## config.mk

```make
export PLATFORM = sky130hd
export DESIGN_NAME = cal_rom_reader
export DESIGN_NICKNAME = d
export VERILOG_FILES = /design/src/rtl/cal_pkg.sv /design/src/rtl/cal_cycle_counter.sv /design/src/rtl/cal_coef_bank.sv /design/src/rtl/cal_rom_reader.sv
export SDC_FILE = /design/constraint.sdc
export NUM_CORES = 1
export LEC_CHECK = 0
export BUFFER_PORTS_ARGS = -buffer_cell sky130_fd_sc_hd__clkbuf_2
export CAP_MARGIN = 0
export CORE_MARGIN = 3
export CORE_UTILIZATION = 26
export CTS_CLUSTER_SIZE = 20
export DETAILED_ROUTE_END_ITERATION = 16
export PLACE_DENSITY = 0.43
export SETUP_SLACK_MARGIN = 0.4
export SKIP_LAST_GASP = 1
export SLEW_MARGIN = 20
export SYNTH_ARGS = -nofsm -noshare
export SYNTH_HDL_FRONTEND = slang
export SYNTH_HIERARCHICAL = 1
export SYNTH_SLANG_ARGS = --single-unit
```

## constraint.sdc

```tcl
create_clock -name clk -period 3.75 [get_ports clk]
set_input_delay 0.1875 -clock clk [delete_from_list [all_inputs] [get_ports clk]]
set_output_delay 0.1875 -clock clk [all_outputs]
set_load 0.02 [all_outputs]
```

## src/rtl/cal_pkg.sv

```systemverilog
package cal_pkg;

    typedef enum logic [2:0] {
        ST_LAUNCH,
        ST_ADDR,
        ST_WAIT,
        ST_READ,
        ST_TRIM,
        ST_DONE,
        ST_FAIL
    } seq_state_e;

endpackage

```

## src/rtl/cal_cycle_counter.sv

```systemverilog
module cal_cycle_counter #(
    parameter int W = 9
) (
    input  logic         clk,
    input  logic         rst_n,
    input  logic         clr,
    output logic [W-1:0] cnt_o
);

    logic [W-1:0] cnt_d, cnt_q;

    always_comb begin
        if (clr)
            cnt_d = '0;
        else if (cnt_q == '1)
            cnt_d = cnt_q;
        else
            cnt_d = cnt_q + W'(1);
    end

    always_ff @(posedge clk or negedge rst_n) begin
        if (!rst_n) cnt_q <= '0;
        else        cnt_q <= cnt_d;
    end

    assign cnt_o = cnt_q;

endmodule

```

## src/rtl/cal_coef_bank.sv

```systemverilog
module cal_coef_bank #(
    parameter int N  = 8,
    parameter int DW = 8,
    parameter int IW = 4
) (
    input  logic          clk,
    input  logic          rst_n,
    input  logic          clr,
    input  logic          we,
    input  logic [IW-1:0] widx,
    input  logic [DW-1:0] wdata,
    output logic [N*DW-1:0] coef_o
);

    for (genvar k = 0; k < N; k++) begin : g_slot
        logic [DW-1:0] slot_d, slot_q;

        always_comb begin
            if (clr)
                slot_d = '0;
            else if (we && (widx == IW'(k)))
                slot_d = wdata;
            else
                slot_d = slot_q;
        end

        always_ff @(posedge clk or negedge rst_n) begin
            if (!rst_n) slot_q <= '0;
            else        slot_q <= slot_d;
        end

        assign coef_o[k*DW +: DW] = slot_q;
    end

endmodule

```

## src/rtl/cal_rom_reader.sv

```systemverilog
module cal_rom_reader
    import cal_pkg::*;
#(
    parameter int BUS_AW   = 8,
    parameter int BUS_DW   = 8,
    parameter int ROM_AW   = 4,
    parameter int COEF_N   = 8,
    parameter int TRIM_W   = 3,
    parameter int TRIM_LSB = 5,
    parameter int WAIT_W   = 8,
    parameter int TMO_CYC  = 16,
    parameter logic [BUS_AW-1:0] REG_ROM_ADDR = 'h0C,
    parameter logic [BUS_AW-1:0] REG_ROM_DATA = 'h0D,
    parameter logic [BUS_AW-1:0] REG_TRIM     = 'h0E
) (
    input  logic                     clk,
    input  logic                     rst_n,
    input  logic                     start_i,
    input  logic [WAIT_W-1:0]        cfg_wait_i,
    output logic                     bus_wr_o,
    output logic                     bus_rd_o,
    output logic [BUS_AW-1:0]        bus_addr_o,
    output logic [BUS_DW-1:0]        bus_wdata_o,
    input  logic [BUS_DW-1:0]        bus_rdata_i,
    input  logic                     bus_rdy_i,
    input  logic                     bus_err_i,
    output logic [COEF_N*BUS_DW-1:0] coef_o,
    output logic [TRIM_W-1:0]        trim_o,
    output logic                     done_o,
    output logic                     err_o
);

    localparam int LAST_ENTRY = COEF_N;
    localparam int TMO_W      = $clog2(TMO_CYC + 1);
    localparam int CNT_W      = ((WAIT_W > TMO_W) ? WAIT_W : TMO_W) + 1;

    typedef struct packed {
        seq_state_e          st;
        logic [ROM_AW-1:0]   idx;
        logic [TRIM_W-1:0]   trim;
    } seq_t;

    seq_t s_d, s_q;

    logic [CNT_W-1:0]  cnt_q;
    logic              cnt_clr;
    logic              tmo_hit;
    logic              wait_met;
    logic              bank_we;
    logic [ROM_AW-1:0] slot_idx;

    assign tmo_hit  = (cnt_q == CNT_W'(TMO_CYC - 1));
    assign wait_met = ((cnt_q + CNT_W'(1)) >= CNT_W'(cfg_wait_i));
    assign slot_idx = s_q.idx - ROM_AW'(1);

    // next-state computation
    always_comb begin
        s_d     = s_q;
        bank_we = 1'b0;
        unique case (s_q.st)
            ST_LAUNCH: begin
                s_d.idx = '0;
                s_d.st  = ST_ADDR;
            end
            ST_ADDR: begin
                if (bus_rdy_i) begin
                    if (bus_err_i)
                        s_d.st = ST_FAIL;
                    else if (cfg_wait_i == '0)
                        s_d.st = ST_READ;
                    else
                        s_d.st = ST_WAIT;
                end else if (tmo_hit) begin
                    s_d.st = ST_FAIL;
                end
            end
            ST_WAIT: begin
                if (wait_met) s_d.st = ST_READ;
            end
            ST_READ: begin
                if (bus_rdy_i) begin
                    if (bus_err_i) begin
                        s_d.st = ST_FAIL;
                    end else begin
                        if (s_q.idx == '0)
                            s_d.trim = bus_rdata_i[TRIM_LSB +: TRIM_W];
                        else
                            bank_we = 1'b1;
                        if (s_q.idx == ROM_AW'(LAST_ENTRY)) begin
                            s_d.st = ST_TRIM;
                        end else begin
                            s_d.idx = s_q.idx + ROM_AW'(1);
                            s_d.st  = ST_ADDR;
                        end
                    end
                end else if (tmo_hit) begin
                    s_d.st = ST_FAIL;
                end
            end
            ST_TRIM: begin
                if (bus_rdy_i)
                    s_d.st = bus_err_i ? ST_FAIL : ST_DONE;
                else if (tmo_hit)
                    s_d.st = ST_FAIL;
            end
            default: ;
        endcase

        if (start_i) begin
            s_d.st   = ST_LAUNCH;
            s_d.idx  = '0;
            s_d.trim = '0;
            bank_we  = 1'b0;
        end
    end

    assign cnt_clr = (s_d.st != s_q.st);

    always_ff @(posedge clk or negedge rst_n) begin
        if (!rst_n) s_q <= '{st: ST_LAUNCH, idx: '0, trim: '0};
        else        s_q <= s_d;
    end

    cal_cycle_counter #(
        .W (CNT_W)
    ) u_cnt (
        .clk   (clk),
        .rst_n (rst_n),
        .clr   (cnt_clr),
        .cnt_o (cnt_q)
    );

    cal_coef_bank #(
        .N  (COEF_N),
        .DW (BUS_DW),
        .IW (ROM_AW)
    ) u_bank (
        .clk    (clk),
        .rst_n  (rst_n),
        .clr    (start_i),
        .we     (bank_we),
        .widx   (slot_idx),
        .wdata  (bus_rdata_i),
        .coef_o (coef_o)
    );

    // bus request decode
    always_comb begin
        bus_wr_o    = 1'b0;
        bus_rd_o    = 1'b0;
        bus_addr_o  = '0;
        bus_wdata_o = '0;
        unique case (s_q.st)
            ST_ADDR: begin
                bus_wr_o    = 1'b1;
                bus_addr_o  = REG_ROM_ADDR;
                bus_wdata_o = BUS_DW'(s_q.idx);
            end
            ST_READ: begin
                bus_rd_o    = 1'b1;
                bus_addr_o  = REG_ROM_DATA;
            end
            ST_TRIM: begin
                bus_wr_o    = 1'b1;
                bus_addr_o  = REG_TRIM;
                bus_wdata_o = BUS_DW'(s_q.trim);
            end
            default: ;
        endcase
    end

    assign trim_o = s_q.trim;
    assign done_o = (s_q.st == ST_DONE);
    assign err_o  = (s_q.st == ST_FAIL);

endmodule

```

==> impl_metrics.yaml <==
yosys:
  synthFlopType: "dfrtp_1"
  synth-edff-count: 0
  synth_top_area_share_pct: 44.27
  synth_warnings: 6
  yosysSeqAreaShare_pct: 44.27
  synth_cells: 442
  synthTopCellsByCount: "dfrtp_1 (83), nand2b_1 (74), mux2i_1 (69)"
  yosysTopAreaCell: "dfrtp_1"
  async_flop_share_pct: 100.0
  ys_ff_latch: 83
  avgSynthCellArea_um2: 10.62
  syn-cell-area_um2: 4692
  synth.most_common_cell: "dfrtp_1"
  ys_top_cells_by_area: "dfrtp_1 (44%), mux2i_1 (15%), nand2b_1 (9.9%)"
  yosysUniqueCellTypes: 59
drt:
  drt_iter0_markers: 168
  vias: 3364
  wirelength_um: 12270
  drc: 0
  wire_per_inst_um: 16.27
  firstDrtPassIters: 4
  vias_per_cell: 4.462
  postRouteAntennaNets: 0
floorplanning:
  core_area_um2: 17480
  initial_core_util_pct: 26.85
  top_level_ports: 108
  die-height_um: 140.3
  die-area_um2: 19690
  rows: 48
  dieWidth_um: 140.3
clock_network:
  cts_root_buf: "clkbuf_16"
  clock_latency_ns: 0.34
  cts_num_sinks: 83
  cts_tree: "done"
  numCtsBuffers: 9
  path_clk_slew_ns: 0.06
  post_cts_buffers: 0
  cts_buffer_depth: 2
  ctsHtreeMaxLevel: 3
worst_setup_path:
  start_kind: "flip-flop"
  critical_path.max_fanout: 10
  path_buf_inv: 0
  worstSetupEndpointType: "flip-flop"
  worst-setup-path-type: "reg2reg"
  cpLargestDelayFamily: "compound AO/OA/AOI/OAI gates"
  cp.required_ns: 3.98
  cp_data_arrival_time_ns: 3.25
  crit_chain: "ha_1 > nand3_4 > nor2_1 > xor2_1 > ha_1 > a21o_1 > a21oi_1 > nor2b_1 > a211oi_1 > o31ai_2 > mux2_4 > nor2_1 > mux2_4"
  critPathMaxStageDelay_ns: 0.49
  critPathSlowestCell: "dfrtp_1"
  rrSetupSlack_ns: 0.73
flow_run:
  cap_violations: 0
grt:
  grt_pass1_wl_um: 19700
  grt_max_degree: 84
  grt_overflow_total: 0
  grt_pass1_vias: 3558
  grt_usage_pct: 12.65
  antenna_found_initial: 1
pwr:
  p_clk_share_pct: 40.3
  p_switching_uw: 620.9
  p_leak_nw: 3.112
  netSwitchingFraction_pct: 28.05
  combPwrFrac_pct: 15.8
  intPower_mw: 1.593
  power_density_nw_per_um2: 396.8
  p_seq_share_pct: 43.9
  peakVddDrop_v: 0.0002069
place:
  place_congestion: 0.7764
  place_hpwl_um: 8585
  pre_cts_ws_ns: 0.7176
  port_buffers: 99
worst_hold_path:
  hp-class: "in2reg"
sta:
  tns_ns: 0
  slew_headroom_pct: 48.33
  min_period_over_period_pct: 80.41
  tightest_slew_ns: 0.7751
  rsz0062_at_grt: "no"
  fin_ws_ns: 0.7345
  hold_ws_ns: 0.1433
  period_minus_slack_ns: 3.016
  clock_skew_ns: 0.007868
  maxSlewViolCount: 0
  hold_viol_final: 0
  finalSetupViolCount: 0
  fmax_mhz: 331.6
final_layout:
  drive_gt1_share_pct: 25.76
  nets: 558
  syn_to_final_growth_pct: 18.88
status:
  status: "completed"
-- power by group through the flow --
stage	Clock (mW)	Sequential (mW)	Combinational, mW
3_5_place_dp	0	0.988	0.356
5_1_grt	0.966	0.977	0.394
6_report	0.892	0.972	0.349
3_3_place_gp	0	0.988	0.350
4_1_cts	0.929	0.971	0.358
2_1_floorplan	0	0.965	0.291
-- worst reg2reg max path, stage by stage, from the launching register on --
cell and delay [ns]:
dfrtp_1 0.49, ha_1 0.28, nand3_4 0.13, nor2_1 0.16
xor2_1 0.16, ha_1 0.26, a21o_1 0.16, a21oi_1 0.13
nor2b_1 0.06, a211oi_1 0.30, o31ai_2 0.15, mux2_4 0.30
nor2_1 0.06, mux2_4 0.26
-- sequential cells by signal, indices dropped and copies added, names as in the netlist --
name,flops
u_bank/g_slot.slot_q,64
trim_o,3
s_q,7
u_cnt/cnt_o,9
-- layout by cell type (no fill, tap or decap), drive strengths merged, types with 2 or more instances in the layout --
master  Yosys  routed
clkbuf     16     111
dfrtp      83      83
nand2b     74      74
mux2i      69      69
nor2       27      27
inv        18      18
nand2      15      15
nand3      14      14
ha         13      13
o21ai      13      13
xor2        9       9
a21oi       8       8
conb        1       8
and3        6       6
xnor2       5       5
a22oi       5       5
nor2b       5       5
nor3        4       4
nor3b       4       4
and2        3       3
nor4        3       3
nand4       3       3
nand3b      2       2
a211oi      2       2
mux2        2       2
or3         2       2
o31ai       2       2
nand4b      2       2
buf        20       2
and2b       2       2
-- per-layer routing --
layer	wire (um)	share of wire, %	vias up	track usage (%)
li1	-	-	1638	-
met1	5491	45	1650	16.04
met2	6061	49	59	20.87
met3	455	3.7	17	3.414
met4	261	2.1	0	4.284
met5	0	0	-	0
-- metrics by stage --
stage | utilization (%) | instances | power (mW) | cell area, um2
finish | 31.92 | 754 | 2.213 | 5578
global route | 31.92 | 754 | 2.337 | 5578
CTS | 31.82 | 752 | 2.258 | 5562
detailed placement | 30.13 | 737 | 1.344 | 5266
global placement | 30.13 | 737 | 1.338 | 5266
floorplan | - | 449 | 1.255 | 4718
-- worst paths after layout --
path	from	to	depth (start not counted)
max reg2reg	u_cnt/cnt_o[0]	u_cnt/cnt_o[6]	13
min reg2reg	u_bank/g_slot[4].slot_q[7]	u_bank/g_slot[4].slot_q[7]	2
max	u_cnt/cnt_o[0]	u_cnt/cnt_o[6]	13
min in group asynchronous	rst_n	u_bank/g_slot[0].slot_q[0]	2
min	bus_rdata_i[6]	trim_o[1]	3
max in group asynchronous	rst_n	u_cnt/cnt_o[7]	2
-- cell families (layout without fill, tap and decap cells) --
kind of cell	Yosys count	count (layout)	share of synthesized area [%]
AOI/OAI and AO/OA	36	36	5.227
xor gates and xnor gates	14	14	2.613
adders and majority gates	13	13	3.467
buffers and inverters	55	134	6.533
DFF	83	83	44.27
muxes	71	71	15.36
other	1	9	0.07992
and+or+nand+nor	169	169	22.45
-- final cells by class --
type                    count  area, um2
clock inverters             2      35.03
flip-flops and latches     83       2077
well taps                 225      281.5
diodes                      1      2.502
multi-input cells         311       2335
fillers                  1816      11900
clock buffers              13      260.3
inverters                  18      67.56
repair buffers            101      519.2
-- repair_timing --
item | CTS | global route
gates resized for setup | 0 | 0
hold endpoints to repair | 0 | 67
hold buffers | 0 | 1
Power figures use the tool's default switching activity.
